## config.mk

```make
export PLATFORM = sky130hd
export DESIGN_NAME = pcib_regif
export DESIGN_NICKNAME = d
export VERILOG_FILES = /design/src/rtl/pcib_pkg.sv /design/src/rtl/pcib_cfg_hdr.sv /design/src/rtl/pcib_ctrl_regs.sv /design/src/rtl/pcib_cfg_port.sv /design/src/rtl/pcib_regif.sv
export SDC_FILE = /design/constraint.sdc
export NUM_CORES = 2
export LEC_CHECK = 0
export ABC_AREA = 0
export BUFFER_PORTS_ARGS = -buffer_cell sky130_fd_sc_hd__clkbuf_2
export CAP_MARGIN = 20
export CORE_ASPECT_RATIO = 2
export CORE_UTILIZATION = 50
export CTS_CLUSTER_DIAMETER = 40
export DETAILED_ROUTE_END_ITERATION = 6
export PLACE_DENSITY_LB_ADDON = 0.12
export SKIP_CTS_REPAIR_TIMING = 1
export SLEW_MARGIN = 20
export SYNTH_ARGS = -nofsm -noshare
export SYNTH_HDL_FRONTEND = slang
export SYNTH_SLANG_ARGS = --single-unit
export TNS_END_PERCENT = 10
```

## constraint.sdc

```tcl
create_clock -name clk -period 178.2 [get_ports clk]
set_input_delay 8.91 -clock clk [delete_from_list [all_inputs] [get_ports clk]]
set_output_delay 8.91 -clock clk [all_outputs]
set_load 0.1 [all_outputs]
```

## src/rtl/pcib_pkg.sv

```systemverilog
package pcib_pkg;

  localparam int unsigned WORD_W   = 32;
  localparam int unsigned IOB_LSB  = 18;               // 256 KiB window granule
  localparam int unsigned IOB_W    = WORD_W - IOB_LSB;

  localparam int unsigned OFF_PTR  = 32'h1C0;
  localparam int unsigned OFF_MBR  = 32'h1C4;
  localparam int unsigned OFF_IOB  = 32'h1C8;
  localparam int unsigned OFF_DP   = 32'h220;

  localparam logic [WORD_W-1:0] MBR_KEEP   = 32'hFF00_0001;
  localparam logic [WORD_W-1:0] IOB_KEEP   = 32'hFFFC_0001;
  localparam logic [WORD_W-1:0] IOB_RST    = 32'hFE24_0000;
  localparam logic [WORD_W-1:0] HDR1_RST   = 32'h0290_0080;

  typedef enum logic [1:0] {
    DP_IDLE = 2'd0,
    DP_BUSY = 2'd1,
    DP_DONE = 2'd2
  } dp_state_e;

  typedef struct packed {
    logic hdr;
    logic ptr;
    logic mbr;
    logic iob;
    logic dp;
  } dec_t;

endpackage

```

## src/rtl/pcib_cfg_hdr.sv

```systemverilog
module pcib_cfg_hdr
  import pcib_pkg::*;
#(
  parameter int unsigned HDR_BYTES = 256,
  parameter logic [15:0] VENDOR_ID = 16'hC0DE,
  parameter logic [15:0] DEVICE_ID = 16'h0B1D,
  localparam int unsigned NUM_DW   = HDR_BYTES / 4,
  localparam int unsigned IDX_W    = $clog2(NUM_DW)
) (
  input  logic              clk,
  input  logic              rst_n,
  input  logic              wr_en,
  input  logic [IDX_W-1:0]  idx,
  input  logic [WORD_W-1:0] wdata,
  output logic [WORD_W-1:0] rdata
);

  logic [WORD_W-1:0] hdr_word [NUM_DW];

  for (genvar g = 0; g < NUM_DW; g++) begin : g_dw
    if (g == 0) begin : g_id
      assign hdr_word[g] = {DEVICE_ID, VENDOR_ID};
    end else begin : g_rw
      localparam logic [WORD_W-1:0] RST_VAL = (g == 1) ? HDR1_RST : '0;
      logic [WORD_W-1:0] word_q;
      logic [WORD_W-1:0] word_d;
      logic              word_en;

      always_comb begin
        word_en = wr_en && (idx == IDX_W'(g));
        word_d  = word_en ? wdata : word_q;
      end

      always_ff @(posedge clk or negedge rst_n) begin
        if (!rst_n) begin
          word_q <= RST_VAL;
        end else if (word_en) begin
          word_q <= word_d;
        end
      end

      assign hdr_word[g] = word_q;
    end
  end

  assign rdata = hdr_word[idx];

  AST_HDR_WRITE_LANDS: assert property (@(posedge clk) disable iff (!rst_n)
    (wr_en && idx != '0) |=> hdr_word[$past(idx)] == $past(wdata));

  AST_HDR_ID_FIXED: assert property (@(posedge clk) disable iff (!rst_n)
    (idx == '0) |-> rdata == {DEVICE_ID, VENDOR_ID});

endmodule

```

## src/rtl/pcib_ctrl_regs.sv

```systemverilog
module pcib_ctrl_regs
  import pcib_pkg::*;
(
  input  logic              clk,
  input  logic              rst_n,
  input  logic              wr_ptr,
  input  logic              wr_mbr,
  input  logic              wr_iob,
  input  logic [WORD_W-1:0] wdata,
  output logic [WORD_W-1:0] ptr_q,
  output logic [WORD_W-1:0] mbr_q,
  output logic [WORD_W-1:0] iob_q,
  output logic              move_q
);

  logic [WORD_W-1:0] ptr_d;
  logic [WORD_W-1:0] mbr_d;
  logic [WORD_W-1:0] iob_d;
  logic              move_d;
  logic              iob_accept;

  always_comb begin
    iob_accept = wr_iob && (wdata[WORD_W-1:IOB_LSB] != iob_q[WORD_W-1:IOB_LSB]);
    ptr_d      = wr_ptr     ? wdata            : ptr_q;
    mbr_d      = wr_mbr     ? (wdata & MBR_KEEP) : mbr_q;
    iob_d      = iob_accept ? (wdata & IOB_KEEP) : iob_q;
    move_d     = iob_accept;
  end

  always_ff @(posedge clk or negedge rst_n) begin
    if (!rst_n) begin
      ptr_q  <= '0;
      mbr_q  <= '0;
      iob_q  <= IOB_RST;
      move_q <= 1'b0;
    end else begin
      if (wr_ptr)     ptr_q <= ptr_d;
      if (wr_mbr)     mbr_q <= mbr_d;
      if (iob_accept) iob_q <= iob_d;
      move_q <= move_d;
    end
  end

  AST_MBR_MASKED: assert property (@(posedge clk) disable iff (!rst_n)
    (mbr_q & ~MBR_KEEP) == '0);

  AST_IOB_MASKED: assert property (@(posedge clk) disable iff (!rst_n)
    (iob_q & ~IOB_KEEP) == '0);

  AST_IOB_SAME_HOLDS: assert property (@(posedge clk) disable iff (!rst_n)
    (wr_iob && wdata[WORD_W-1:IOB_LSB] == iob_q[WORD_W-1:IOB_LSB]) |=> $stable(iob_q));

  AST_MOVE_MEANS_CHANGE: assert property (@(posedge clk) disable iff (!rst_n)
    move_q |-> iob_q[WORD_W-1:IOB_LSB] != $past(iob_q[WORD_W-1:IOB_LSB]));

endmodule

```

## src/rtl/pcib_cfg_port.sv

```systemverilog
module pcib_cfg_port
  import pcib_pkg::*;
(
  input  logic              clk,
  input  logic              rst_n,
  input  logic              start,
  input  logic              start_we,
  input  logic [WORD_W-1:0] start_wdata,
  input  logic              cfg_done,
  input  logic [WORD_W-1:0] cfg_rdata,
  output logic              cfg_req,
  output logic              cfg_we,
  output logic [WORD_W-1:0] cfg_wdata,
  output logic              idle,
  output logic              rdy,
  output logic [WORD_W-1:0] rdata
);

  dp_state_e         state_q, state_d;
  logic              we_q, we_d;
  logic [WORD_W-1:0] wd_q, wd_d;
  logic [WORD_W-1:0] rd_q, rd_d;

  always_comb begin
    state_d = state_q;
    we_d    = we_q;
    wd_d    = wd_q;
    rd_d    = rd_q;
    unique case (state_q)
      DP_IDLE: begin
        if (start) begin
          state_d = DP_BUSY;
          we_d    = start_we;
          wd_d    = start_wdata;
        end
      end
      DP_BUSY: begin
        if (cfg_done) begin
          state_d = DP_DONE;
          rd_d    = we_q ? '0 : cfg_rdata;
        end
      end
      DP_DONE: state_d = DP_IDLE;
      default: state_d = DP_IDLE;
    endcase
  end

  always_ff @(posedge clk or negedge rst_n) begin
    if (!rst_n) begin
      state_q <= DP_IDLE;
      we_q    <= 1'b0;
      wd_q    <= '0;
      rd_q    <= '0;
    end else begin
      state_q <= state_d;
      we_q    <= we_d;
      wd_q    <= wd_d;
      rd_q    <= rd_d;
    end
  end

  assign cfg_req   = (state_q == DP_BUSY);
  assign cfg_we    = we_q;
  assign cfg_wdata = wd_q;
  assign idle      = (state_q == DP_IDLE);
  assign rdy       = (state_q == DP_DONE);
  assign rdata     = rd_q;

  AST_REQ_HELD: assert property (@(posedge clk) disable iff (!rst_n)
    (cfg_req && !cfg_done) |=> cfg_req && $stable(cfg_we) && $stable(cfg_wdata));

  AST_DONE_GIVES_RDY: assert property (@(posedge clk) disable iff (!rst_n)
    (cfg_req && cfg_done) |=> rdy && !cfg_req);

  AST_READ_CAPTURE: assert property (@(posedge clk) disable iff (!rst_n)
    (cfg_req && cfg_done && !cfg_we) |=> rdata == $past(cfg_rdata));

endmodule

```

## src/rtl/pcib_regif.sv

```systemverilog
module pcib_regif
  import pcib_pkg::*;
#(
  parameter int unsigned ADDR_W    = 10,
  parameter int unsigned HDR_BYTES = 256,
  parameter logic [15:0] VENDOR_ID = 16'hC0DE,
  parameter logic [15:0] DEVICE_ID = 16'h0B1D,
  localparam int unsigned NUM_DW   = HDR_BYTES / 4,
  localparam int unsigned IDX_W    = $clog2(NUM_DW)
) (
  input  logic              clk,
  input  logic              rst_n,
  input  logic              cpu_sel,
  input  logic              cpu_wr,
  input  logic [ADDR_W-1:0] cpu_addr,
  input  logic [3:0]        cpu_be,
  input  logic [31:0]       cpu_wdata,
  output logic [31:0]       cpu_rdata,
  output logic              cpu_ready,
  output logic              cfg_req,
  output logic              cfg_we,
  output logic [31:0]       cfg_addr,
  output logic [31:0]       cfg_wdata,
  input  logic              cfg_done,
  input  logic [31:0]       cfg_rdata,
  output logic [13:0]       io_base,
  output logic              io_move
);

  // reset: asynchronous assertion, synchronous release
  logic [1:0] rst_sync_q;
  logic       rst_int_n;

  always_ff @(posedge clk or negedge rst_n) begin
    if (!rst_n) rst_sync_q <= 2'b00;
    else        rst_sync_q <= {rst_sync_q[0], 1'b1};
  end
  assign rst_int_n = rst_sync_q[1];

  // decode
  dec_t  dec;
  logic  full;
  logic  aligned;
  logic  any_hit;
  logic  wr_fire;

  always_comb begin
    full    = &cpu_be;
    aligned = (cpu_addr[1:0] == 2'b00);
    dec     = '0;
    if (cpu_sel && full && aligned) begin
      dec.hdr = (32'(cpu_addr) < HDR_BYTES);
      dec.ptr = (32'(cpu_addr) == OFF_PTR);
      dec.mbr = (32'(cpu_addr) == OFF_MBR);
      dec.iob = (32'(cpu_addr) == OFF_IOB);
      dec.dp  = (32'(cpu_addr) == OFF_DP);
    end
    any_hit = |dec;
    wr_fire = cpu_sel && cpu_wr && full && aligned;
  end

  // configuration header
  logic [31:0] hdr_rdata;

  pcib_cfg_hdr #(
    .HDR_BYTES (HDR_BYTES),
    .VENDOR_ID (VENDOR_ID),
    .DEVICE_ID (DEVICE_ID)
  ) u_hdr (
    .clk   (clk),
    .rst_n (rst_int_n),
    .wr_en (wr_fire && dec.hdr),
    .idx   (cpu_addr[IDX_W+1:2]),
    .wdata (cpu_wdata),
    .rdata (hdr_rdata)
  );

  // control registers
  logic [31:0] ptr_q, mbr_q, iob_q;
  logic        move_q;

  pcib_ctrl_regs u_ctrl (
    .clk    (clk),
    .rst_n  (rst_int_n),
    .wr_ptr (wr_fire && dec.ptr),
    .wr_mbr (wr_fire && dec.mbr),
    .wr_iob (wr_fire && dec.iob),
    .wdata  (cpu_wdata),
    .ptr_q  (ptr_q),
    .mbr_q  (mbr_q),
    .iob_q  (iob_q),
    .move_q (move_q)
  );

  // data port
  logic        dp_idle, dp_rdy;
  logic [31:0] dp_rdata;

  pcib_cfg_port u_port (
    .clk         (clk),
    .rst_n       (rst_int_n),
    .start       (dec.dp),
    .start_we    (cpu_wr),
    .start_wdata (cpu_wdata),
    .cfg_done    (cfg_done),
    .cfg_rdata   (cfg_rdata),
    .cfg_req     (cfg_req),
    .cfg_we      (cfg_we),
    .cfg_wdata   (cfg_wdata),
    .idle        (dp_idle),
    .rdy         (dp_rdy),
    .rdata       (dp_rdata)
  );

  // read mux and ready
  always_comb begin
    cpu_rdata = '0;
    if (!cpu_wr) begin
      unique case (1'b1)
        dec.hdr: cpu_rdata = hdr_rdata;
        dec.ptr: cpu_rdata = ptr_q;
        dec.mbr: cpu_rdata = mbr_q;
        dec.iob: cpu_rdata = iob_q;
        dec.dp:  cpu_rdata = dp_rdy ? dp_rdata : '0;
        default: cpu_rdata = '0;
      endcase
    end
    cpu_ready = dec.dp ? dp_rdy : cpu_sel;
  end

  assign cfg_addr = ptr_q;
  assign io_base  = iob_q[31:IOB_LSB];
  assign io_move  = move_q;

  AST_NARROW_ZERO: assert property (@(posedge clk) disable iff (!rst_int_n)
    (cpu_sel && !full) |-> cpu_ready && cpu_rdata == '0);

  AST_NARROW_NO_REQ: assert property (@(posedge clk) disable iff (!rst_int_n)
    (cpu_sel && !full && dp_idle) |=> !cfg_req);

  AST_UNDEC_ZERO: assert property (@(posedge clk) disable iff (!rst_int_n)
    (cpu_sel && !any_hit) |-> cpu_rdata == '0);

  AST_DP_STALL: assert property (@(posedge clk) disable iff (!rst_int_n)
    cfg_req |-> !cpu_ready);

endmodule

```

==> summary.log <==
qor: status.run_status finished, final reports clean
qor: routing.drt_wl_total 308 mm
qor: synth.yosys-mux-area-fraction 36.2%
qor: sta.finalClockSkew 0.0450 ns
qor: critical_path.max_stage_delay 0.84 ns
qor: clock_network.tritoncts_clock_tree yes
qor: floorplan.initial_utilization 50.3%
qor: power_and_ir_drop.internal_power 759 uW
qor: sta.final_setup_violating_endpoints 0
qor: synth.yosys.area_share.xor_xnor 0.126%
qor: critical_path.crit_path_frequent_cell buf_4
qor: layout.drive_above_1_share 51.2%
qor: critical_path.critical_path_peak_fanout 49
qor: power_and_ir_drop.seq_power_share 49.2%
qor: floorplan.die_h 626 um
qor: critical_path.end_kind output port
qor: power_and_ir_drop.p_sw 234 uW
qor: hold_path.hold_path.class reg -> async
qor: grt.track_usage 31.8%
qor: synth.synthTopCellsByArea dfrtp_1, mux2_2, mux4_2, mux2i_1, clkbuf_1
qor: layout.area_of_all_placed_cells_without_fillers 108000 um^2
qor: sta.max_clk_rate 0.0423 GHz
qor: power_and_ir_drop.worst_ir_drop_vdd 9.00 uV
qor: clock_network.tritoncts.num_buffers 207
qor: floorplan.row_count 228
qor: critical_path.critical_path_buf_inv_count 6
qor: routing.wl_per_cell 34.0 um
qor: synth.net_count_after_synthesis 6513
qor: place.place.detailed.hpwl 179 mm
qor: synth.share_of_synthesized_flip_flops_with_an_asynchronous_set_or_reset 100%
qor: sta.maxSlewHeadroom 14.8%
qor: place.dpl.cell_count 8690
qor: sta.transition_time_of_the_tightest_slew_check_pin 1.27 ns
qor: routing.drt-vias-per-instance 6.40
qor: job.drv_cap 0
qor: synth.synthDominantAreaCellType dfrtp_1
qor: clock_network.clk-insertion-delay-late 0.88 ns
qor: synth.synth_seq_cells 2142
qor: routing.vias 58100
qor: floorplan.die-area 196000 um^2
qor: critical_path.largest_delay_contributor_family_on_the_critical_path buffers and inverters
qor: sta.tns 0 ns
qor: grt.first_global_vias 62200
qor: synth.dominantRegCellSynth dfrtp_1
qor: grt.globalRouteOverflowTotal 0
qor: critical_path.path_class in -> out
qor: floorplan.floorplan.io_pins 197
qor: critical_path.timing.critical_path.slowest_stage_cell a221oi_1
qor: clock_network.root_cell_of_the_clock_tree clkbuf_16
qor: synth.synth_simple_gate_area_share 1.80%
qor: power_and_ir_drop.static-leakage-power 0.0528 uW
qor: sta.timing.final.hold_violations 0
qor: clock_network.numClockSinks 2142
qor: clock_network.clkTransAtPathRegs 0.06 ns
qor: sta.grt_setup_unrepaired no
qor: grt.initial_antenna_violation_count 15
qor: synth.synth.most_common_cell dfrtp_1
qor: synth.synth_top_area_share 54.8%
qor: critical_path.arrival 14.72 ns
qor: synth.netlist_instances 6430
qor: routing.detail_route.iter0.violations 4498
qor: sta.timing.final.max_slew_violations 0
qor: grt.grt_max_degree 180
qor: critical_path.data_required_time_at_the_worst_endpoint 169.29 ns
qor: place.detailed_place.area 100000 um^2
qor: power_and_ir_drop.total_power 992 uW
qor: power_and_ir_drop.power_frac_clock 46.0%
qor: layout.layout.area.seq 53600 um^2
qor: routing.postRouteAntennaNets 0
qor: synth.synth_area_per_cell 15.1 um^2
qor: synth.post_synth_fa_ha_maj_area_fraction 0%
qor: routing.detailedRoute.firstPassIterationCount 7
qor: layout.multi_input_comb_area 41000 um^2
qor: power_and_ir_drop.share_comb_of_total_power 4.8%
qor: critical_path.crit_path_start_kind input pin
qor: floorplan.core_region_area 193000 um^2
qor: synth.synth.distinct_cells 70
qor: synth.yosys_warnings 0
qor: power_and_ir_drop.cellPowerDensity 9.23 nW/um^2
qor: layout.syn2layout_area_growth 10.6%
qor: sta.setup_slack 154.57 ns
qor: place.pre_cts_slack 154.50 ns
qor: layout.fin_nets 6455
qor: floorplan.dieWidth 314 um
qor: grt.global_route_wire_length_before_repair 446 mm
qor: critical_path.cp_cell_sequence buf_8, buf_4, buf_4, buf_4, buf_4, mux4_2, mux2_2, a221oi_1, a311o_1, o32ai_1, clkbuf_2
qor: synth.yosysSeqAreaShare 55.1%
qor: layout.fillers 15500
qor: synth.synth_compound_area_share 3.52%
qor: place.portBuffers 196
qor: power_and_ir_drop.power.switching_fraction 23.6%
qor: synth.combinational_family_with_the_most_area_after_synthesis multiplexers
qor: sta.period_needed 23.63 ns
qor: synth.synth.top_cells.by_count dfrtp_1, mux2_2, mux4_2
qor: layout.post_layout_nonfiller_instances 9072
qor: synth.synth-edff-count 0
qor: sta.layout_worst_path_cycle_share 13.3%
qor: routing.detail_route.drc_violations 0
qor: clock_network.clock_path_buffers 4
qor: clock_network.clock_tree.htree_level_count 4
qor: place.gp_congestion 0.837
qor: synth.post_synth_instance_area 97200 um^2
per-stage QoR:
| step | util, % | hold WS (ns) |
|---|---|---|
| 2_1_floorplan | - | 0.331 |
| 3_3_place_gp | 52.0 | 0.337 |
| 3_5_place_dp | 52.0 | 0.338 |
| 4_1_cts | 55.6 | 0.349 |
| 5_1_grt | 55.7 | 0.351 |
| 6_report | 55.7 | 0.340 |
sequential cells by signal, summed over array words and instances, names as in the netlist:
register and cells:
u_port.cfg_wdata 32, u_ctrl.ptr_q 32, rst_sync_q 2, u_ctrl.iob_q 15
u_hdr.g_dw.g_rw.word_q 2016, u_port.rdata 32, u_port.state_q 2, u_ctrl.mbr_q 9
u_port.cfg_we 1, u_ctrl.move_q 1
final cells by class:
cell class,count,area share (%)
Clock buffer,292,5.59
Inverter,27,0.0943
Multi-Input combinational cell,3600,38.1
Timing Repair Buffer,394,2.48
Clock inverter,78,0.868
Sequential cell,2142,49.9
Antenna cell,9,0.0209
Tap cell,2530,2.94
final timing paths:
kind                                from  cells after the start  slack [ns]                             to
min in group clk           rst_sync_q[0]                      0        0.34                  rst_sync_q[1]
max                          cpu_addr[2]                     11      154.57                  cpu_rdata[31]
min reg2reg                rst_sync_q[1]                      0        0.34   u_hdr.g_dw[7].g_rw.word_q[4]
max in group asynchronous          rst_n                      1      170.25                  rst_sync_q[1]
max reg2reg                rst_sync_q[1]                      5      172.98  u_hdr.g_dw[41].g_rw.word_q[7]
min                        rst_sync_q[1]                      0        0.34   u_hdr.g_dw[7].g_rw.word_q[4]
cell families after synthesis:
kind of cell / after synthesis
multiplexers: 2765
flip-flops: 2142
buffers and inverters: 688
AO/OA/AOI/OAI: 483
AND/OR/NAND/NOR: 337
XOR/XNOR: 14
other: 1
placed cells by master (no fill, tap or decap), types with 14 or more instances in the layout:
master        n
nand2_1      77
mux2i_1     236
a22o_1       15
clkbuf_8     42
nor2_1       39
nor2b_1      16
a22oi_1      96
a221oi_1     17
o221ai_1     63
clkbuf_1     39
o21ai_0      67
a211oi_1     30
mux4_2      386
inv_1        27
mux2_1       25
nand3_1      28
a21oi_1      72
bufinv_16    18
buf_4       180
a222oi_1     14
o22ai_1      40
nand2b_1     44
nand3_2      14
nand2_2      15
nor2_4       21
clkbuf_2    192
clkbuf_16   211
mux2_2     2118
dfrtp_1    2128
clkinv_2     37
power by group through the flow:
stage                     Clock (uW)  Combinational, uW  Sequential [uW]
after floorplan                    0               21.5              506
after global placement             0               48.1              497
after detailed placement           0               48.5              497
after CTS                        465               48.5              488
after global routing             482               51.2              488
final                            456               48.1              488
per-layer routing:
metal	track usage, %	up-vias	part of all wire (%)
li1	-	23600	-
met1	38.4	31900	38
met2	54.2	1859	50
met3	4.47	651	5.0
met4	18.3	8	6.7
met5	0	-	0.018
Note: power is estimated with default switching activity, not from simulation.
